==> src/rtl/cmul_pkg.sv <==
// Shared constants for the complex stream multiplier.
// Lane 0 of every word is the real part and lane 1 the imaginary part.
package cmul_pkg;
    typedef enum int {LANE_I = 0, LANE_Q = 1} lane_e;
    localparam int NUM_LANES  = 2;
    localparam int PIPE_DEPTH = 3;
endpackage

==> src/rtl/cmul_join.sv <==
// Joins two valid/ready inputs into one transfer.
// Assumes: adv is high when the pipeline can take a new entry this cycle.
// Each side is granted only when the other side is offering too, so beats
// are always consumed in pairs.
module cmul_join (
    input  logic clk,
    input  logic rst_n,
    input  logic a_valid,
    input  logic b_valid,
    input  logic adv,
    output logic a_ready,
    output logic b_ready,
    output logic fire
);
    // Grant each side only when the partner offers and the pipe moves.
    always_comb begin
        a_ready = b_valid & adv;
        b_ready = a_valid & adv;
        fire    = a_valid & b_valid & adv;
    end

    // a transfer on one side implies one on the other side.
    p_pair_r5: assert property (@(posedge clk) disable iff (!rst_n)
        (a_valid && a_ready) |-> (b_valid && b_ready));
    p_pair_b_r5: assert property (@(posedge clk) disable iff (!rst_n)
        (b_valid && b_ready) |-> (a_valid && a_ready));
endmodule

==> src/rtl/cmul_lane_split.sv <==
// Splits a {Q, I} word into two signed parts.
// Assumes: each part sits in the low KEEP_W bits of its LANE_W lane. The
// guard bits above it are don't-care.
module cmul_lane_split #(
    parameter int LANE_W = 24,
    parameter int KEEP_W = 21
) (
    input  logic [2*LANE_W-1:0]      word,
    output logic [1:0][KEEP_W-1:0]   part
);
    localparam int GUARD_W = LANE_W - KEEP_W;

    for (genvar l = 0; l < cmul_pkg::NUM_LANES; l++) begin : g_lane
        // Pick the value bits of this lane.
        assign part[l] = word[l*LANE_W +: KEEP_W];
        if (GUARD_W > 0) begin : g_guard
            logic unused_guard;
            assign unused_guard = ^word[l*LANE_W+KEEP_W +: GUARD_W];
        end
    end
endmodule

==> src/rtl/cmul_core.sv <==
// Three-stage complex product pipeline.
// Stage 1 registers the operands. Stage 2 registers the four partial
// products. Stage 3 registers the combined sums, cut to their upper bits.
// Assumes: en is a single enable for all stages (the whole pipe stalls),
// and in_fire is only high together with en.
module cmul_core #(
    parameter int A_W    = 21,
    parameter int B_W    = 16,
    parameter int DROP_W = 6
) (
    input  logic                                 clk,
    input  logic                                 rst_n,
    input  logic                                 en,
    input  logic                                 in_fire,
    input  logic                                 in_last,
    input  logic [1:0][A_W-1:0]                  a_part,
    input  logic [1:0][B_W-1:0]                  b_part,
    output logic                                 out_valid,
    output logic                                 out_last,
    output logic [2*(A_W+B_W+1-DROP_W)-1:0]      out_data
);
    localparam int PP_W   = A_W + B_W;
    localparam int PROD_W = PP_W + 1;
    localparam int OUT_W  = PROD_W - DROP_W;
    localparam int LI     = cmul_pkg::LANE_I;
    localparam int LQ     = cmul_pkg::LANE_Q;

    logic                  v1, v2, v3;
    logic                  l1, l2, l3;
    logic [1:0][A_W-1:0]   a1;
    logic [1:0][B_W-1:0]   b1;
    logic [1:0][1:0][PP_W-1:0] pp_d, pp;
    logic signed [PROD_W-1:0]  sum_re, sum_im;
    logic [2*OUT_W-1:0]    res;

    // Valid flags of the three stages, moving only when enabled.
    always_ff @(posedge clk) begin
        if (!rst_n) begin
            v1 <= 1'b0;
            v2 <= 1'b0;
            v3 <= 1'b0;
        end else if (en) begin
            v1 <= in_fire;
            v2 <= v1;
            v3 <= v2;
        end
    end

    // Stage 1: capture the operands and the framing flag.
    always_ff @(posedge clk) begin
        if (en) begin
            a1 <= a_part;
            b1 <= b_part;
            l1 <= in_last;
        end
    end

    // One signed partial product for each pair of lanes.
    for (genvar i = 0; i < cmul_pkg::NUM_LANES; i++) begin : g_pa
        for (genvar j = 0; j < cmul_pkg::NUM_LANES; j++) begin : g_pb
            assign pp_d[i][j] = PP_W'($signed(a1[i]) * $signed(b1[j]));
        end
    end

    // Stage 2: register the partial products.
    always_ff @(posedge clk) begin
        if (en) begin
            pp <= pp_d;
            l2 <= l1;
        end
    end

    // Full-precision combination of the partial products.
    always_comb begin
        sum_re = PROD_W'($signed(pp[LI][LI])) - PROD_W'($signed(pp[LQ][LQ]));
        sum_im = PROD_W'($signed(pp[LI][LQ])) + PROD_W'($signed(pp[LQ][LI]));
        res    = {sum_im[PROD_W-1:DROP_W], sum_re[PROD_W-1:DROP_W]};
    end

    logic unused_low;
    assign unused_low = ^{sum_re[DROP_W-1:0], sum_im[DROP_W-1:0]};

    // Stage 3: register the truncated result.
    always_ff @(posedge clk) begin
        if (en) begin
            out_data <= res;
            l3       <= l2;
        end
    end

    assign out_valid = v3;
    assign out_last  = l3;

    // a result held off does not change.
    p_hold_r7: assert property (@(posedge clk) disable iff (!rst_n)
        (out_valid && !en) |=> (out_valid && $stable(out_data) && $stable(out_last)));
    // each stage moves its entry one step when enabled.
    p_step1_r8: assert property (@(posedge clk) disable iff (!rst_n)
        (in_fire && en) |=> v1);
    p_step2_r8: assert property (@(posedge clk) disable iff (!rst_n)
        (v1 && en) |=> v2);
    p_step3_r8: assert property (@(posedge clk) disable iff (!rst_n)
        (v2 && en) |=> out_valid);
endmodule

==> src/rtl/cmul_stream.sv <==
// Complex stream multiplier top.
// Pairs one beat of the sample stream (A) with one beat of the tone stream
// (B) and outputs their complex product, truncated to the upper bits. The
// framing flag follows A. The whole pipeline holds while the output is
// offered and not taken.
module cmul_stream #(
    parameter int A_LANE_W = 24,
    parameter int A_W      = 21,
    parameter int B_W      = 16,
    parameter int DROP_W   = 6
) (
    input  logic                                 clk,
    input  logic                                 rst_n,
    input  logic [2*A_LANE_W-1:0]                s_a_data,
    input  logic                                 s_a_last,
    input  logic                                 s_a_valid,
    output logic                                 s_a_ready,
    input  logic [2*B_W-1:0]                     s_b_data,
    input  logic                                 s_b_last,
    input  logic                                 s_b_valid,
    output logic                                 s_b_ready,
    output logic [2*(A_W+B_W+1-DROP_W)-1:0]      m_data,
    output logic                                 m_last,
    output logic                                 m_valid,
    input  logic                                 m_ready
);
    logic                adv;
    logic                fire;
    logic [1:0][A_W-1:0] a_part;
    logic [1:0][B_W-1:0] b_part;

    // The pipe may move unless a result is offered and not taken.
    assign adv = ~m_valid | m_ready;

    // The tone stream's framing flag is not used.
    logic unused_b_last;
    assign unused_b_last = s_b_last;

    cmul_join u_join (
        .clk     (clk),
        .rst_n   (rst_n),
        .a_valid (s_a_valid),
        .b_valid (s_b_valid),
        .adv     (adv),
        .a_ready (s_a_ready),
        .b_ready (s_b_ready),
        .fire    (fire)
    );

    cmul_lane_split #(.LANE_W(A_LANE_W), .KEEP_W(A_W)) u_split_a (
        .word (s_a_data),
        .part (a_part)
    );

    cmul_lane_split #(.LANE_W(B_W), .KEEP_W(B_W)) u_split_b (
        .word (s_b_data),
        .part (b_part)
    );

    cmul_core #(.A_W(A_W), .B_W(B_W), .DROP_W(DROP_W)) u_core (
        .clk       (clk),
        .rst_n     (rst_n),
        .en        (adv),
        .in_fire   (fire),
        .in_last   (s_a_last),
        .a_part    (a_part),
        .b_part    (b_part),
        .out_valid (m_valid),
        .out_last  (m_last),
        .out_data  (m_data)
    );

    // nothing is taken from either input while the output is held off.
    p_stall_block_r5: assert property (@(posedge clk) disable iff (!rst_n)
        (m_valid && !m_ready) |-> (!s_a_ready && !s_b_ready));
    // reset empties the output.
    p_reset_idle_r9: assert property (@(posedge clk)
        !rst_n |=> !m_valid);
endmodule

==> config.mk <==
export PLATFORM = sky130hd
export DESIGN_NAME = cmul_stream
export DESIGN_NICKNAME = d
export VERILOG_FILES = /design/src/rtl/cmul_pkg.sv /design/src/rtl/cmul_join.sv /design/src/rtl/cmul_lane_split.sv /design/src/rtl/cmul_core.sv /design/src/rtl/cmul_stream.sv
export SDC_FILE = /design/constraint.sdc
export NUM_CORES = 2
export LEC_CHECK = 0
export ABC_CLOCK_PERIOD_IN_PS = 11700
export BUFFER_PORTS_ARGS = -buffer_cell sky130_fd_sc_hd__clkbuf_2
export CAP_MARGIN = 25
export CORE_MARGIN = 2
export CORE_UTILIZATION = 35
export DETAILED_ROUTE_END_ITERATION = 16
export GPL_ROUTABILITY_DRIVEN = 0
export SLEW_MARGIN = 10
export SYNTH_ARGS = -nofsm -noshare
export SYNTH_HDL_FRONTEND = slang
export SYNTH_SLANG_ARGS = --single-unit
==> constraint.sdc <==
create_clock -name clk -period 11.7 [get_ports clk]
set_input_delay 1.17 -clock clk [delete_from_list [all_inputs] [get_ports clk]]
set_output_delay 1.17 -clock clk [all_outputs]
set_load 0.005 [all_outputs]
[Word-level counts from Yosys, hierarchy flattened]
Index checks and enable logic that the tools add are counted.
Word-level totals
  flip-flop bits (word level): 292
  input bits: 87
  output and inout bits: 68
  logic and storage cells: 27
Operators by class
  add/sub/neg operators: 2
  multiply operators: 4
  bitwise logic cells: 6
Operator list (number)
  multiplier 21 x 16 -> 37 bit: 4
  adder 37 x 37 -> 38 bit: 1
  subtractor 37 x 37 -> 38 bit: 1
  AND 1 bit: 4
  inverter 1 bit: 1
  bitwise OR 1 bit: 1

[Logic depth before layout (Yosys ltp)]
  depth in word-level cells: 3
  mapped depth: 26
  mapped depth without buffers: 24

[Modules after synthesis]
From an unflattened synthesis, not the netlist that was laid out.
Unflattened totals
  cell total of the unflattened synthesis: 6327
  area total of the unflattened synthesis: 61340.1 sq um
Modules (own cells, without submodules)
  cmul_core: instances 1, cells each 6249, area each 60759.5 sq um, seq. area each 8738.4 sq um
  cmul_lane_split (u_split_a): instances 1, cells each 42, area each 315.3 sq um, seq. area each 0.0 sq um
  cmul_lane_split (u_split_b): instances 1, cells each 32, area each 240.2 sq um, seq. area each 0.0 sq um
  cmul_join: instances 1, cells each 3, area each 18.8 sq um, seq. area each 0.0 sq um
  cmul_stream: instances 1, cells each 1, area each 6.3 sq um, seq. area each 0.0 sq um

[Least setup slack after synthesis]
Ideal clock, no wire load.
  path type: input-to-output
  start point: input m_ready
  end point: output s_a_ready
  arrival: 7.441 ns
  required time: 10.530 ns
  setup slack: 3.089 ns
  cell stages on the path: 3
  buffers on the path: 0
  path through: nor2b_1 > inv_1 > and2_1
Between the ends
  longest elaborated chain between the ends: 2
RTL lines
  from (decl): RTL line cmul_stream.sv:25  | input logic m_ready
  bitwise OR 1 bit: RTL line cmul_stream.sv:33  | assign adv = ~m_valid | m_ready;
  AND 1 bit: RTL line cmul_join.sv:17  | a_ready = b_valid & adv;
  to (decl): RTL line cmul_stream.sv:17  | output logic s_a_ready,
No other way between the ends.

==> implementation parameters <==
Parameter                              Value

Run status
  Run status    finished, final reports clean

CTS
  Max Buffers Root-to-Sink    3
  CTS buffer count    41
  Resized cells post-CTS    0
  Clk_lat worst skew    roughly 0.62 ns
  Clock tree root driver cell    sky130_fd_sc_hd__clkbuf_16
  Clock tree from TritonCTS    done
  CTS clock-pin slew for the worst setup and hold paths    about 0.06 ns
  Hold bufs inserted after CTS    0
  Sinks on the clock net    a little under 300
  Total setup buffers inserted after CTS    0
  Clock H-tree levels    2

Cells and area
  Total area of sequential cells    ~8700 sq um
  Final nets    8123
  Number of inserted filler cells in the final layout    roughly 17000
  Fraction of final layout cells sized beyond drive strength 1    0.0521
  Multi-input gate area in the final layout    between 40000 and 50000 sq um
  Growth of design area from synthesis to finish    7.56%
  Leading cell types in the layout, fill and taps excluded    sky130_fd_sc_hd__inv_1, sky130_fd_sc_hd__fa_1, sky130_fd_sc_hd__nand2_1, sky130_fd_sc_hd__and2_1, sky130_fd_sc_hd__ha_1
  Most common cell after layout, fill and taps aside    sky130_fd_sc_hd__inv_1

Yosys
  Post-synthesis share of cell area spent on and, or, nand and nor gates    0.129
  Post-synthesis async set-or-reset flop share    0
  Share of synthesized area spent on multiplexers    0.000349
  Leading post-synthesis cells by cell area    sky130_fd_sc_hd__fa_1, sky130_fd_sc_hd__edfxtp_1, sky130_fd_sc_hd__inv_1
  Compound-gate portion of the synthesized area    0.0560
  Count of flip-flops with a built-in enable after synthesis    slightly below 300
  Share of synthesized area occupied by flip-flops and latches    0.144
  Synthesized instance count    about 6300
  Avg Synthesized Cell Area    slightly below 10 sq um
  Post-Syn Nets    8119
  Count of distinct cell types in the synthesized netlist    75
  Area share of the leading cell type in the synthesized netlist    0.437
  Synthesized-area fraction occupied by adder cells    0.527
  Post-synthesis instance area    between 60000 and 70000 sq um
  Top cell type by total area after synthesis    sky130_fd_sc_hd__fa_1
  Flip-flop and latch count after synthesis    around 290
  Predominant post-synthesis flop cell    sky130_fd_sc_hd__edfxtp_1
  Synthesis Warnings    0
  Main combinational cell family by area after synthesis    adder cells
  Xor and xnor fraction of the mapped netlist area    0.0308

Floorplanning
  Full die area    between 150000 and 200000 sq um
  Initial core utilization    0.351
  Number of top-level pins    between 150 and 200
  Cell Rows    approximately 150
  Horizontal die dimension    421 um
  Die extent in y    421 um
  Area of the placeable core    ~170000 sq um

Timing
  Max-slew headroom at the worst pin    0.337
  Total negative slack for setup checks    0 ns
  Final worst slack    about 4 ns
  Worst slew pin tran    0.995 ns
  Slew Viols, Final    0
  Fin crit period    about 7.8 ns
  Maximum clock rate    about 0.13 GHz
  RSZ-0062 raised after global routing    no
  Worst clock skew    roughly 0.029 ns
  Total of endpoints with negative setup slack in the final report    0
  Crit share post-route    0.664
  Number of endpoints with negative hold slack in the final report    0

Critical path
  Register-to-register setup slack    3.93 ns
  Number of buffers and inverters on the critical path    5
  Critical-path cell list    buf_4 > inv_1 > buf_4 > nor2_1 > fa_1 > fa_1 > fa_1 > fa_1 > fa_1 > inv_1 > fa_1 > inv_1 > ha_1 > a21o_1 > a21oi_1 > o21ai_0 > nor3_1 > nand2_1 > o211ai_1 > a21oi_1 > o21ai_0 > a21oi_1 > xor2_1
  Crit path launch    u_core.b1[31]
  Largest delay contributor family on the critical path    adder cells
  Cell with the biggest individual delay on the critical path    sky130_fd_sc_hd__inv_1
  Depth of the critical timing path with buffers and inverters included    23
  Largest incremental delay on the critical path    approximately 0.67 ns
  Logic depth of the worst register-to-register path    23
  Critical path destination    u_core.pp[72]
  Crit Reg-Reg Endpoint    u_core.pp[72]
  Classification of the worst setup path    reg2reg
  Largest fanout of any net on the critical path    18
  Arrival time reported for the critical path endpoint    about 8.1 ns
  Nature of the critical path startpoint    flip-flop
  Endpoint type of the worst setup path    flip-flop
  Crit Reg-Reg Startpoint    u_core.b1[31]
  Crit path required time    between 10 and 15 ns
  Cell repeated most along the worst path    sky130_fd_sc_hd__fa_1

Global route
  Pin count of the biggest net entering global routing    78
  GRT Resource Usage Total    0.185
  Initial antenna violation count    6
  Aggregate global routing overflow    0
  First-pass GRT wire length    around 260 mm
  Number of global-route vias before repair    approximately 46000

Place
  Pre-CTS setup slack    ~4.0 ns
  PortBufs    around 150
  HPWL after detailed placement    around 120 mm

Min path
  Classification of the worst-slack hold path    reg2reg

Route
  Total via count after detailed routing    approximately 42000
  Number of nets with antenna violations after detailed routing    0
  Number of DRC markers in iteration 0    between 2000 and 2500
  Routed length per instance    between 15 and 20 um
  Vias/cell    between 4 and 5
  Drt total wl    about 160 mm
  Remaining routing DRC violations    0
  First drt pass iteration count    8

Run
  Maximum capacitance violations    0
cell usage after synthesis (3+ instances only):
| master | n |
|---|---|
| sky130_fd_sc_hd__nand2b_1 | 49 |
| sky130_fd_sc_hd__o21ai_2 | 3 |
| sky130_fd_sc_hd__or2_2 | 5 |
| sky130_fd_sc_hd__nor3_1 | 24 |
| sky130_fd_sc_hd__inv_1 | 1562 |
| sky130_fd_sc_hd__fa_1 | 1328 |
| sky130_fd_sc_hd__o2111ai_1 | 5 |
| sky130_fd_sc_hd__and2_1 | 513 |
| sky130_fd_sc_hd__a2111oi_0 | 5 |
| sky130_fd_sc_hd__nor2_1 | 142 |
| sky130_fd_sc_hd__buf_1 | 3 |
| sky130_fd_sc_hd__a21boi_0 | 6 |
| sky130_fd_sc_hd__or3_1 | 8 |
| sky130_fd_sc_hd__nand2_1 | 808 |
| sky130_fd_sc_hd__o31a_1 | 4 |
| sky130_fd_sc_hd__o31ai_1 | 5 |
| sky130_fd_sc_hd__a21o_1 | 93 |
| sky130_fd_sc_hd__xnor2_1 | 161 |
| sky130_fd_sc_hd__o221ai_1 | 3 |
| sky130_fd_sc_hd__a211oi_1 | 14 |
| sky130_fd_sc_hd__edfxtp_1 | 289 |
| sky130_fd_sc_hd__nor2b_1 | 27 |
| sky130_fd_sc_hd__o21a_1 | 34 |
| sky130_fd_sc_hd__a21oi_1 | 165 |
| sky130_fd_sc_hd__dfxtp_1 | 3 |
| sky130_fd_sc_hd__nand3b_1 | 3 |
| sky130_fd_sc_hd__and4_1 | 3 |
| sky130_fd_sc_hd__clkbuf_1 | 264 |
| sky130_fd_sc_hd__ha_1 | 440 |
| sky130_fd_sc_hd__o21bai_1 | 26 |
| sky130_fd_sc_hd__and3_1 | 9 |
| sky130_fd_sc_hd__a31o_2 | 5 |
| sky130_fd_sc_hd__nand3_1 | 31 |
| sky130_fd_sc_hd__o22ai_1 | 3 |
| sky130_fd_sc_hd__o211ai_1 | 9 |
| sky130_fd_sc_hd__o21ai_1 | 15 |
| sky130_fd_sc_hd__o21ai_0 | 72 |
| sky130_fd_sc_hd__xor2_1 | 53 |
| sky130_fd_sc_hd__a31oi_1 | 8 |
| sky130_fd_sc_hd__nand4_1 | 18 |
metal layers:
layer / track usage / share of wire
met5: 0 / 0.000082
met4: 0.0626 / 0.035
met3: 0.0247 / 0.058
met2: 0.313 / 0.49
met1: 0.243 / 0.42
flip-flops by register name, indices dropped and copies added (netlist names):
name	cells
u_core.pp	148
u_core.out_data	64
u_core.a1	42
u_core.b1	32
u_core.l1	1
u_core.l2	1
u_core.out_last	1
u_core.out_valid	1
u_core.v1	1
u_core.v2	1
logic make-up (layout without fill, tap and decap cells):
family                   count (synthesis)  after routing
AO/OA/AOI/OAI                          511            511
XOR/XNOR                               214            214
adder cells (fa/ha/maj)               1768           1768
buffers and inverters                 1830           1866
flip-flops                             292            292
multiplexers                             2              2
other                                    0              2
AND/OR/NAND/NOR                       1647           1647
worst min-delay path by stage:
stage | from | endpoint | slack (ns) | depth (start not counted)
floorplan | u_core.l1 | u_core.l2 | 0.40 | 0
global placement | u_core.l2 | u_core.out_last | 0.41 | 0
detailed placement | u_core.l2 | u_core.out_last | 0.40 | 0
CTS | u_core.l2 | u_core.out_last | 0.42 | 0
global route | u_core.l1 | u_core.l2 | 0.43 | 0
finish | u_core.l2 | u_core.out_last | 0.42 | 0
worst reg2reg max path: cells and delay by family, from the launching register on:
kind                     cells  cell delay (ns)
XOR/XNOR                     1             0.45
AO/OA/AOI/OAI                7             1.45
AND/OR/NAND/NOR              3             0.52
buffers and inverters        5             1.45
flip-flops                   1             0.36
adder cells (fa/ha/maj)      7             3.30
metrics by stage:
step	hold WS [ns]	utilization	instances	instance area, sq um
after floorplan	0.400	-	6264	60900
after global placement	0.412	0.370	8550	64100
after detailed placement	0.405	0.370	8550	64100
after CTS	0.421	0.378	8625	65500
after global routing	0.432	0.378	8626	65500
final	0.422	0.378	8627	65500
layout make-up:
| type | count | share of cell area |
|---|---|---|
| Timing Repair Buffer | 229 | 0.0206 |
| Antenna cell | 2 | 0.0000764 |
| Multi-Input combinational cell | 4142 | 0.691 |
| Sequential cell | 292 | 0.133 |
| Clock inverter | 28 | 0.00439 |
| Inverter | 1562 | 0.0897 |
| Tap cell | 2325 | 0.0444 |
| Clock buffer | 47 | 0.0160 |
Power is not shown: default switching activity piles up to over one toggle a cycle in this logic, so the estimate is an artifact.
